<file path="src/rtl/coffee_vend_pkg.sv">
package coffee_vend_pkg;

  typedef enum logic [1:0] {
    PICK_NONE  = 2'd0,
    PICK_SMALL = 2'd1,
    PICK_LARGE = 2'd2
  } pick_e;

  // True when adding one bill keeps credit within the ceiling.
  function automatic bit bill_fits(int unsigned credit, int unsigned bill_q,
                                   int unsigned ceiling_q);
    return (credit + bill_q) <= ceiling_q;
  endfunction

  // True when the credit covers the price.
  function automatic bit affordable(int unsigned credit, int unsigned price_q);
    return credit >= price_q;
  endfunction

endpackage

</file>
<file path="src/rtl/pick_arbiter.sv">
module pick_arbiter
  import coffee_vend_pkg::*;
#(
  parameter int unsigned CREDIT_W = 4,
  parameter int unsigned SMALL_Q  = 4,
  parameter int unsigned LARGE_Q  = 5
) (
  input  logic [CREDIT_W-1:0] credit,
  input  logic                busy,
  input  logic                sel_small,
  input  logic                sel_large,
  output pick_e               pick,
  output logic [CREDIT_W-1:0] price
);

  always_comb begin
    pick  = PICK_NONE;
    price = '0;
    if (!busy) begin
      if (sel_large) begin
        // Large wins outright; small is not a fallback.
        if (affordable(int'(credit), LARGE_Q)) begin
          pick  = PICK_LARGE;
          price = CREDIT_W'(LARGE_Q);
        end
      end else if (sel_small) begin
        if (affordable(int'(credit), SMALL_Q)) begin
          pick  = PICK_SMALL;
          price = CREDIT_W'(SMALL_Q);
        end
      end
    end
  end

endmodule

</file>
<file path="src/rtl/bill_gate.sv">
module bill_gate
  import coffee_vend_pkg::*;
#(
  parameter int unsigned CREDIT_W = 4,
  parameter int unsigned BILL_Q   = 4,
  parameter int unsigned MAX_Q    = 8
) (
  input  logic [CREDIT_W-1:0] credit,
  input  logic                bill_in,
  input  logic                busy,
  input  logic                sale_go,
  output logic                take,
  output logic                refuse
);

  always_comb begin
    take   = bill_in && !busy && !sale_go &&
             bill_fits(int'(credit), BILL_Q, MAX_Q);
    refuse = bill_in && !take;
  end

endmodule

</file>
<file path="src/rtl/credit_ledger.sv">
module credit_ledger #(
  parameter int unsigned CREDIT_W = 4,
  parameter int unsigned BILL_Q   = 4,
  parameter int unsigned MAX_Q    = 8
) (
  input  logic                clk,
  input  logic                rst_n,
  input  logic                take,
  input  logic                sale_go,
  input  logic [CREDIT_W-1:0] price,
  output logic [CREDIT_W-1:0] credit,
  output logic                busy,
  output logic                quarter_out
);

  always_ff @(posedge clk or negedge rst_n) begin
    if (!rst_n) begin
      credit      <= '0;
      busy        <= 1'b0;
      quarter_out <= 1'b0;
    end else if (busy) begin
      if (credit != '0) begin
        credit      <= credit - CREDIT_W'(1);
        quarter_out <= 1'b1;
      end else begin
        busy        <= 1'b0;
        quarter_out <= 1'b0;
      end
    end else begin
      quarter_out <= 1'b0;
      if (sale_go) begin
        credit <= credit - price;
        busy   <= 1'b1;
      end else if (take) begin
        credit <= credit + CREDIT_W'(BILL_Q);
      end
    end
  end

  p_ceiling_r3: assert property (@(posedge clk) disable iff (!rst_n)
    credit <= CREDIT_W'(MAX_Q));

  p_drain_r8: assert property (@(posedge clk) disable iff (!rst_n)
    (busy && credit != '0) |=> (quarter_out && credit == $past(credit) - CREDIT_W'(1)));

  p_sale_locks_r9: assert property (@(posedge clk) disable iff (!rst_n)
    (sale_go && !busy) |=> busy);

endmodule

</file>
<file path="src/rtl/coffee_credit_ctrl.sv">
module coffee_credit_ctrl
  import coffee_vend_pkg::*;
#(
  parameter int unsigned BILL_Q  = 4,
  parameter int unsigned MAX_Q   = 8,
  parameter int unsigned SMALL_Q = 4,
  parameter int unsigned LARGE_Q = 5
) (
  input  logic clk,
  input  logic rst_n,
  input  logic bill_in,
  input  logic sel_small,
  input  logic sel_large,
  output logic bill_ok,
  output logic bill_rej,
  output logic vend_small,
  output logic vend_large,
  output logic quarter_out
);

  localparam int unsigned CREDIT_W = $clog2(MAX_Q + 1);

  logic [CREDIT_W-1:0] credit;
  logic [CREDIT_W-1:0] price;
  logic                busy;
  logic                sale_go;
  logic                take;
  logic                refuse;
  pick_e               pick;

  pick_arbiter #(.CREDIT_W(CREDIT_W), .SMALL_Q(SMALL_Q), .LARGE_Q(LARGE_Q)) u_pick (
    .credit   (credit),
    .busy     (busy),
    .sel_small(sel_small),
    .sel_large(sel_large),
    .pick     (pick),
    .price    (price)
  );

  assign sale_go = (pick != PICK_NONE);

  bill_gate #(.CREDIT_W(CREDIT_W), .BILL_Q(BILL_Q), .MAX_Q(MAX_Q)) u_gate (
    .credit (credit),
    .bill_in(bill_in),
    .busy   (busy),
    .sale_go(sale_go),
    .take   (take),
    .refuse (refuse)
  );

  credit_ledger #(.CREDIT_W(CREDIT_W), .BILL_Q(BILL_Q), .MAX_Q(MAX_Q)) u_ledger (
    .clk        (clk),
    .rst_n      (rst_n),
    .take       (take),
    .sale_go    (sale_go),
    .price      (price),
    .credit     (credit),
    .busy       (busy),
    .quarter_out(quarter_out)
  );

  always_ff @(posedge clk or negedge rst_n) begin
    if (!rst_n) begin
      bill_ok    <= 1'b0;
      bill_rej   <= 1'b0;
      vend_small <= 1'b0;
      vend_large <= 1'b0;
    end else begin
      bill_ok    <= take;
      bill_rej   <= refuse;
      vend_small <= (pick == PICK_SMALL);
      vend_large <= (pick == PICK_LARGE);
    end
  end

  p_one_cup_r7: assert property (@(posedge clk) disable iff (!rst_n)
    $onehot0({vend_small, vend_large}));

  p_bill_answer_r2: assert property (@(posedge clk) disable iff (!rst_n)
    bill_in |=> (bill_ok != bill_rej));

  p_quiet_payout_r9: assert property (@(posedge clk) disable iff (!rst_n)
    busy |=> !(vend_small || vend_large));

  p_no_coin_with_cup_r8: assert property (@(posedge clk) disable iff (!rst_n)
    !(quarter_out && (vend_small || vend_large)));

  p_short_small_r6: assert property (@(posedge clk) disable iff (!rst_n)
    (sel_small && !sel_large && credit < CREDIT_W'(SMALL_Q)) |=> !vend_small);

  p_bill_with_sale_r10: assert property (@(posedge clk) disable iff (!rst_n)
    (bill_in && sale_go) |=> bill_rej);

endmodule

</file>
<file path="config.mk">
export PLATFORM = sky130hd
export DESIGN_NAME = coffee_credit_ctrl
export DESIGN_NICKNAME = d
export VERILOG_FILES = /design/src/rtl/coffee_vend_pkg.sv /design/src/rtl/pick_arbiter.sv /design/src/rtl/bill_gate.sv /design/src/rtl/credit_ledger.sv /design/src/rtl/coffee_credit_ctrl.sv
export SDC_FILE = /design/constraint.sdc
export NUM_CORES = 1
export LEC_CHECK = 0
export BUFFER_PORTS_ARGS = -buffer_cell sky130_fd_sc_hd__buf_2
export CAP_MARGIN = 15
export CORE_MARGIN = 2
export CORE_UTILIZATION = 54
export CTS_CLUSTER_DIAMETER = 40
export DETAILED_ROUTE_END_ITERATION = 6
export PLACE_DENSITY_LB_ADDON = 0.2
export SKIP_LAST_GASP = 1
export SYNTH_ARGS = -nofsm -noshare
export SYNTH_HDL_FRONTEND = slang
export SYNTH_HIERARCHICAL = 1
export SYNTH_SLANG_ARGS = --single-unit
</file>
<file path="constraint.sdc">
create_clock -name clk -period 2.72 [get_ports clk]
set_input_delay 0.272 -clock clk [delete_from_list [all_inputs] [get_ports clk]]
set_output_delay 0.272 -clock clk [all_outputs]
set_load 0.01 [all_outputs]
</file>
==> impl_metrics.csv, run 1 <==
group,metric,value,unit
routing,viasPerCell,5.78,
setup_path,critPathBufInv,0,
synthesis,synthCells,77,
clock_tree,cts_made_buffers,3,
setup_path,worst-r2r-setup-slack,0.42,ns
setup_path,slowest_stage,"dfrtp_1",
synthesis,synth_area_leaders,"dfrtp_1 34%, ha_1 10%, a31oi_1 5.1%",
layout,areaGrowthSynthToFinish,9.00,%
routing,drtPass1Iterations,4,
synthesis,ys_warn_count,6,
setup_path,reg2reg_from,"u_ledger/busy",
setup_path,reg2reg_depth,9,
floorplanning,pin_count,10,
setup_path,cp_top_family,"simple AND/OR/NAND/NOR gates",
layout,antenna_cells,0,
pwr,cellLeakagePower,0.382,nW
sta,slew_viol_final,0,
layout,nNetsFinal,101,
clock_tree,cts_tree,"yes",
floorplanning,die-width,40.9,um
floorplanning,core,0.00128,mm^2
sta,hold_violations,0,
clock_tree,clk_latency,0.26,ns
setup_path,endpoint,"u_ledger/credit[2]",
placement,pre_cts_ws,0.550,ns
clock_tree,htree_levels,1,
setup_path,critPathKind,"flip-flop to flip-flop",
setup_path,path_max_fanout,14,
sta,rsz0062_at_grt,"false",
synthesis,syn_avg_cell_area,9.57,um^2
setup_path,arrival,2.45,ns
sta,post-route-period-util,84.6,%
setup_path,slowest_delay,0.54,ns
clock_tree,clk_pin_slew,0.06,ns
clock_tree,cts_setup_buffers,0,
placement,place.gp.congestion,0.885,
sta,timing.final.crit_period,2.30,ns
placement,port_buffers,9,
routing,num_vias,590,
synthesis,seq_area_frac_synth,34.0,%
setup_path,timing.rr.end,"u_ledger/credit[2]",
run,maxCapViolations,0,
sta,setup_viol,0,
setup_path,crit_path_cell_trace,"nand2b_1 > a21oi_1 > or2_1 > nor3_2 > and3_1 > nor3_1 > a31oi_1 > a21oi_1 > a21oi_1",
synthesis,synth_common_cells,"10 x dfrtp_1, 10 x inv_1, 6 x a31oi_1, 6 x ha_1, 5 x a21oi_1",
routing,antenna_left,0,
routing,drtIter0Drc,33,
synthesis,synth_area_leader_cell,"dfrtp_1",
pwr,p_per_area,1170,mW/mm^2
clock_tree,clk_path_buf_depth,2,
setup_path,path_depth,9,
setup_path,critical_path.startpoint_type,"flip-flop",
floorplanning,start_util,57.4,%
placement,dp_hpwl,1020,um
setup_path,cpMostUsedCell,"a21oi_1",
routing,route.detailed.drc,0,
sta,max_freq,0.434,GHz
hold_path,hold_path_class,"input pin to flip-flop",
placement,dp.cells,98,
synthesis,synthArstFlopShare,100,%
clock_tree,clockRootBuffer,"clkbuf_4",
synthesis,ys.flop_type,"dfrtp_1",
routing,routedWlPerCell,14.1,um
setup_path,crit_path_start,"u_ledger/busy",
clock_tree,clock-sinks,10,
layout,fin_cells,102,
floorplanning,die_h,40.9,um
sta,finalWorstSetupSlack,0.418,ns
setup_path,crit_required,2.86,ns
grt,grt_use_total,20.3,%
synthesis,synth-edff-count,0,
floorplanning,dieArea,0.00168,mm^2
sta,fin_worst_skew,0.00471,ns
layout,drive_gt1_share,21.8,%
sta,fin_setup_tns,0,ns
floorplanning,num_rows,13,
status,outcome,"finished, final reports clean",
pwr,peakVddDrop,0.677,mV
grt,grt_pass1_wl,2190,um
grt,grt_overflow_total,0,
synthesis,yosysTopAreaCellShare,34.0,%
grt,grt_antenna_before_repair,0,
setup_path,endpoint_kind,"flip-flop",
grt,grt_pass1_vias,502,
synthesis,synthesis.area,737,um^2
grt,grt_max_degree,15,
synthesis,ys_types,32,
synthesis,synth_seq_cells,10,
routing,wirelength,1440,um
-- cell families (layout without fill, tap and decap cells) --
| logic type | count (synthesis) | after routing | synth area share (%) |
|---|---|---|---|
| AO/OA/AOI/OAI | 21 | 21 | 19.2 |
| XOR/XNOR | 3 | 3 | 3.57 |
| adder cells (fa/ha/maj) | 7 | 7 | 12.9 |
| buffers and inverters | 14 | 23 | 9.68 |
| flip-flops | 10 | 10 | 34.0 |
| other | 1 | 2 | 0.509 |
| AND/OR/NAND/NOR | 21 | 21 | 20.2 |
-- placed cells by master, fill, tap and decap left out, types with 3 or more instances in the layout --
master,n
inv_1,10
a31oi_1,6
dfrtp_1,10
buf_2,9
a21oi_1,5
ha_1,6
clkbuf_4,3
nor2_1,4
-- how the worst min path moves through the flow --
stage | start | end | slack (ns) | depth (start not counted)
after floorplan | rst_n | bill_ok | -0.02 | 0
after global placement | rst_n | u_ledger/quarter_out | 0.14 | 1
after detailed placement | rst_n | bill_rej | 0.14 | 1
after CTS | bill_in | bill_rej | 0.26 | 2
after global routing | bill_in | bill_rej | 0.27 | 2
final | bill_in | bill_rej | 0.27 | 2
-- stage by stage --
stage	area, um^2	util (%)	power [W]	hold WS, ns
final	803	62.5	0.000939	0.267
after global routing	803	62.5	0.00103	0.270
after CTS	803	62.5	0.000935	0.261
after detailed placement	771	60.0	0.000828	0.143
after global placement	771	60.0	0.000830	0.139
after floorplan	741	-	0.000724	-0.0236
-- worst register-to-register path, delay by kind of cell (launching register included) --
family	cells	cell delay, ns
simple gates	5	1.06
compound gates	4	0.58
flops	1	0.54
-- power by group --
group / switching, W / internal (W) / total, W / leakage, nW
Clock: 0.0000479 / 0.0000510 / 0.0000989 / 0.0138
Combinational: 0.000284 / 0.000245 / 0.000529 / 0.245
Sequential: 0.000104 / 0.000207 / 0.000311 / 0.123
-- layer usage --
| metal | routed length, um | share of wire [%] | GRT usage, % |
|---|---|---|---|
| met1 | 657 | 46 | 27.3 |
| met2 | 646 | 45 | 29.7 |
| met3 | 113 | 7.9 | 2.17 |
| met4 | 19 | 1.3 | 15.0 |
| met5 | 0 | 0 | 0 |
-- area by class of cell --
type,count,area [um^2]
Tap cell,15,18.8
Inverter,10,37.5
Timing Repair Buffer,10,55.1
Clock buffer,3,22.5
Fill cell,103,482
Multi-Input combinational cell,54,419
Sequential cell,10,250
-- state kept, by name (all words and copies together) (netlist names) --
name / flops
vend_small: 1
u_ledger/quarter_out: 1
vend_large: 1
u_ledger/busy: 1
u_ledger/credit: 4
bill_rej: 1
bill_ok: 1
-- repair_timing --
action,in CTS,in global routing
hold buffers,1,0
gates resized for setup,0,0
hold endpoints to repair,10,0
Power figures use the tool's default switching activity.
==> run 2, diff against run 1 <==
==> constraint.sdc (replaced) <==
create_clock -name clk -period 2.4 [get_ports clk]
set_input_delay 0.24 -clock clk [delete_from_list [all_inputs] [get_ports clk]]
set_output_delay 0.24 -clock clk [all_outputs]
set_load 0.01 [all_outputs]
==> run 2 against run 1 <==
  * Maximum frequency up 4.8%
  * Non-clock buffer count grew 1
  * Power increased by 16%
  * Largest cell class unchanged
  * Via count down 1.2%
  * Clock power grew 12%
  * Clock skew rose by 0.0071 ns
  * Utilization rose by 0.58 points
  * Sequential power is 8.0% higher
  * Final cell count increased by 0.98%
  * Sequential share of layout area decreased by 0.29 points
==> impl_metrics.csv, run 2 (synthesized netlist as in run 1, its figures left out) <==
group,metric,value,unit
setup_path,endpoint_kind,"flip-flop",
pwr,sequentialPowerShare,30.9,%
clock_tree,clk_path_buf_depth,2,
sta,rsz0062_at_grt,"false",
setup_path,critPathBufInv,0,
clock_tree,cts_resized,0,
floorplanning,core,0.00128,mm^2
status,outcome,"finished, final reports clean",
placement,port_buffers,9,
grt,grt_max_degree,15,
routing,wirelength,1480,um
sta,fin_setup_tns,0,ns
setup_path,slowest_delay,0.54,ns
clock_tree,cts_tree,"yes",
layout,final_cell_mix,"10 x dfrtp_1, 10 x inv_1, 9 x buf_2, 6 x a31oi_1, 6 x ha_1",
setup_path,crit_path_cell_trace,"nand2b_1 > a21oi_1 > or2_1 > nor3_2 > and3_1 > nor3_1 > a31oi_1 > a21oi_1 > a21oi_1",
clock_tree,clk_pin_slew,0.07,ns
layout,drive_gt1_share,22.7,%
pwr,power_frac_clock,10.2,%
clock_tree,cts_setup_buffers,0,
sta,post-route-period-util,91.5,%
pwr,intPower,0.000584,W
grt,grt_pass1_vias,552,
sta,timing.final.crit_period,2.20,ns
routing,drtPass1Iterations,4,
layout,nNetsFinal,102,
routing,num_vias,583,
floorplanning,num_rows,13,
setup_path,cp_top_family,"simple AND/OR/NAND/NOR gates",
sta,setup_viol,0,
sta,fin_worst_skew,0.0119,ns
setup_path,critical_path.startpoint_type,"flip-flop",
setup_path,path_max_fanout,14,
setup_path,cpMostUsedCell,"a21oi_1",
clock_tree,htree_levels,1,
placement,place.gp.congestion,0.859,
floorplanning,die-width,40.9,um
layout,largest_reg_flops,4,
grt,grt_use_total,22.5,%
routing,drtIter0Drc,54,
routing,viasPerCell,5.66,
grt,grt_antenna_before_repair,0,
pwr,power.switching,0.000505,W
routing,antenna_left,0,
setup_path,slowest_stage,"dfrtp_1",
routing,route.detailed.drc,0,
clock_tree,clk_latency,0.26,ns
setup_path,crit_required,2.54,ns
layout,regMostFlops,"u_ledger/credit",
pwr,cellLeakagePower,0.387,nW
sta,hold_violations,0,
hold_path,hold_path_class,"input pin to flip-flop",
clock_tree,clockRootBuffer,"clkbuf_4",
floorplanning,start_util,57.4,%
pwr,switching_share,46.4,%
run,maxCapViolations,0,
floorplanning,pin_count,10,
setup_path,arrival,2.34,ns
routing,routedWlPerCell,14.4,um
floorplanning,die_h,40.9,um
grt,grt_overflow_total,0,
layout,areaGrowthSynthToFinish,10.0,%
pwr,p_per_area,1340,mW/mm^2
clock_tree,ctsHoldBuffers,1,
pwr,power.total,0.00109,W
clock_tree,cts_made_buffers,3,
placement,dp_hpwl,1150,um
sta,max_freq,0.455,GHz
setup_path,critPathKind,"flip-flop to flip-flop",
sta,slew_viol_final,0,
pwr,pwr-share-comb,58.9,%
grt,grt_pass1_wl,2390,um
floorplanning,dieArea,0.00168,mm^2
pwr,peakVddDrop,0.696,mV
layout,antenna_cells,0,
clock_tree,clock-sinks,10,
==> run 2: cell types whose count changed in the layout (fill, tap and decap cells not counted) <==
cell,before,now
buf_4,0,1
==> run 2: cell type report <==
class | count | area [um^2]
clock buffer | 3 | 22.5
fill | 127 | 474
inverter | 10 | 37.5
multi-input combinational | 54 | 419
sequential | 10 | 250
tap | 15 | 18.8
timing repair buffer | 11 | 62.6
==> run 2: stage by stage <==
stage	util, %	worst slack [ns]	hold slack, ns	instance area (um^2)	instances
3_3_place_gp	60.6	0.331	0.109	778	99
5_1_grt	63.1	0.103	0.244	811	103
2_1_floorplan	-	0.489	-0.0556	741	78
4_1_cts	63.1	0.268	0.240	811	103
3_5_place_dp	60.6	0.285	0.111	778	99
6_report	63.1	0.204	0.248	811	103
==> run 2: power groups by stage <==
stage                     sequential, W  clock (W)  combinational (W)
after floorplan                0.000324          0           0.000497
after global placement         0.000338          0           0.000610
after detailed placement       0.000339          0           0.000626
after CTS                      0.000336   0.000113           0.000632
after global routing           0.000352   0.000126           0.000714
final                          0.000336   0.000111           0.000642
==> run 2: final timing paths <==
check | from | to | slack (ns) | cells past startpoint
max in group asynchronous | rst_n | u_ledger/credit[3] | 1.84 | 2
max reg2reg | u_ledger/busy | u_ledger/credit[2] | 0.20 | 9
min | bill_in | bill_rej | 0.25 | 2
min reg2reg | u_ledger/credit[0] | u_ledger/credit[0] | 0.61 | 1
max | u_ledger/busy | u_ledger/credit[2] | 0.20 | 9
min in group asynchronous | rst_n | u_ledger/credit[1] | 0.36 | 2
==> run 2: layer usage <==
metal  track usage (%)  up-vias  routed length [um]
li1                  -      292                   -
met1              28.2      264                 662
met2              36.3       23                 722
met3              1.63        4                  69
met4              15.0        0                  29
met5                 0        -                   0
==> run 3, diff against run 2 <==
--- a/config.mk
+++ b/config.mk
@@ -8,7 +8,7 @@
 export BUFFER_PORTS_ARGS = -buffer_cell sky130_fd_sc_hd__buf_2
 export CAP_MARGIN = 15
 export CORE_MARGIN = 2
-export CORE_UTILIZATION = 54
+export CORE_UTILIZATION = 45
 export CTS_CLUSTER_DIAMETER = 40
 export DETAILED_ROUTE_END_ITERATION = 6
 export PLACE_DENSITY_LB_ADDON = 0.2
==> run 3 against run 2 <==
  * Die area up 18%
  * Sequential cell count unchanged
  * Sequential share of layout area down 0.83 points
  * Critical endpoint unchanged
  * Largest power group unchanged
==> impl_metrics.csv, run 3 (synthesized netlist as in run 1, its figures left out) <==
group,metric,value,unit
sta,post-route-period-util,88.2,%
clock_tree,clockRootBuffer,"clkbuf_4",
routing,route.detailed.drc,0,
grt,grt.busiest_layer,"met2",
sta,fin_worst_skew,0.00238,ns
routing,num_vias,594,
setup_path,arrival,2.26,ns
setup_path,worst-r2r-setup-slack,0.28,ns
sta,setup_viol,0,
setup_path,slowest_stage,"dfrtp_1",
setup_path,critPathKind,"flip-flop to flip-flop",
layout,areaGrowthSynthToFinish,13.1,%
floorplanning,num_rows,14,
floorplanning,die-width,44.5,um
sta,timing.final.crit_period,2.12,ns
sta,rsz0062_at_grt,"false",
clock_tree,htree_levels,1,
sta,max_freq,0.472,GHz
pwr,p_per_area,1350,mW/mm^2
setup_path,cpMostUsedCell,"a21oi_1",
status,outcome,"finished, final reports clean",
floorplanning,start_util,48.4,%
layout,drive_gt1_share,24.4,%
sta,fin_setup_tns,0,ns
setup_path,critical_path.startpoint_type,"flip-flop",
setup_path,endpoint_kind,"flip-flop",
setup_path,slowest_delay,0.54,ns
layout,fin_util,54.7,%
clock_tree,cts_setup_buffers,0,
placement,port_buffers,9,
sta,hold_violations,0,
routing,drtPass1Iterations,4,
grt,use_met1,19.8,%
grt,grt_pass1_vias,575,
grt,grt_antenna_before_repair,0,
pwr,peakVddDrop,0.679,mV
placement,dp_hpwl,1050,um
routing,viasPerCell,5.60,
clock_tree,clk_latency,0.26,ns
run,maxCapViolations,0,
layout,regMostFlops,"u_ledger/credit",
routing,antenna_left,0,
sta,slew_viol_final,0,
routing,routedWlPerCell,13.1,um
grt,grt_use_total,16.1,%
layout,final_cell_mix,"10 x dfrtp_1, 10 x inv_1, 9 x buf_2, 6 x a31oi_1, 6 x ha_1",
grt,use_met2,26.7,%
layout,largest_reg_flops,4,
clock_tree,clk_pin_slew,0.07,ns
setup_path,crit_required,2.54,ns
layout,antenna_cells,0,
grt,grt_max_degree,12,
floorplanning,pin_count,10,
clock_tree,cts_tree,"yes",
pwr,cellLeakagePower,0.399,nW
floorplanning,core,0.00152,mm^2
placement,pre_cts_ws,0.332,ns
setup_path,path_max_fanout,8,
floorplanning,die_h,44.5,um
floorplanning,dieArea,0.00198,mm^2
setup_path,crit_path_cell_trace,"o21ai_0 > a21oi_1 > ha_1 > inv_1 > fa_1 > xor2_1 > o22ai_1 > a21oi_1",
grt,grt_pass1_wl,2300,um
clock_tree,cts_made_buffers,3,
clock_tree,cts_resized,0,
hold_path,hold_path_class,"input pin to flip-flop",
grt,use_met3,2.45,%
clock_tree,clk_path_buf_depth,2,
sta,finalWorstSetupSlack,0.282,ns
clock_tree,clock-sinks,10,
grt,grt_overflow_total,0,
sta,whs,0.233,ns
routing,wirelength,1390,um
routing,drtIter0Drc,37,
layout,nNetsFinal,103,
placement,place.gp.congestion,0.885,
pwr,power.total,0.00113,W
-- run 3: path summary, 6_finish.rpt --
kind / to / startpoint / cells after the start
setup / recovery: u_ledger/credit[2] / u_ledger/credit[1] / 8
hold / removal: bill_rej / bill_in / 2
setup reg to reg: u_ledger/credit[2] / u_ledger/credit[1] / 8
hold reg to reg: u_ledger/credit[0] / u_ledger/credit[0] / 1
max in group asynchronous: u_ledger/credit[3] / rst_n / 2
min in group asynchronous: vend_small / rst_n / 2
-- run 3: timing repair --
item / 4_1_cts / 5_1_grt
hold buffers: 1 / 0
setup endpoints to repair: 0 / 0
endpoints found under the hold margin: 10 / 0
-- run 3: worst max-delay path, delay by kind of cell (launching register included) --
kind | cells | cell delay [ns]
xor+xnor | 1 | 0.17
compound gates | 4 | 0.63
buf+inv | 1 | 0.06
fa+ha+maj | 2 | 0.59
flops | 1 | 0.54
-- run 3: metrics by stage --
stage                     cells  area, um^2
after global placement      101         787
final                       106         833
after CTS                   106         833
after detailed placement    101         787
after floorplan              78         741
after global routing        106         833
-- run 3: area by class of cell --
type | instances | area (um^2)
flip-flops and latches | 10 | 250
repair buffers | 12 | 70.1
multi-input cells | 54 | 419
clock buffers | 4 | 36.3
fillers | 138 | 691
inverters | 10 | 37.5
well taps | 16 | 20.0
-- run 3: metal layers --
| metal | vias up | share of wire [%] |
|---|---|---|
| met4 | 0 | 1.4 |
| met3 | 2 | 3.5 |
| met2 | 23 | 50 |
| met1 | 278 | 45 |
| li1 | 291 | - |
| met5 | - | 0 |
-- run 3: where the power goes --
group	switching, W	internal (W)
registers	0.0000796	0.000236
clock network	0.0000548	0.0000919
logic	0.000364	0.000300
total	0.000499	0.000627
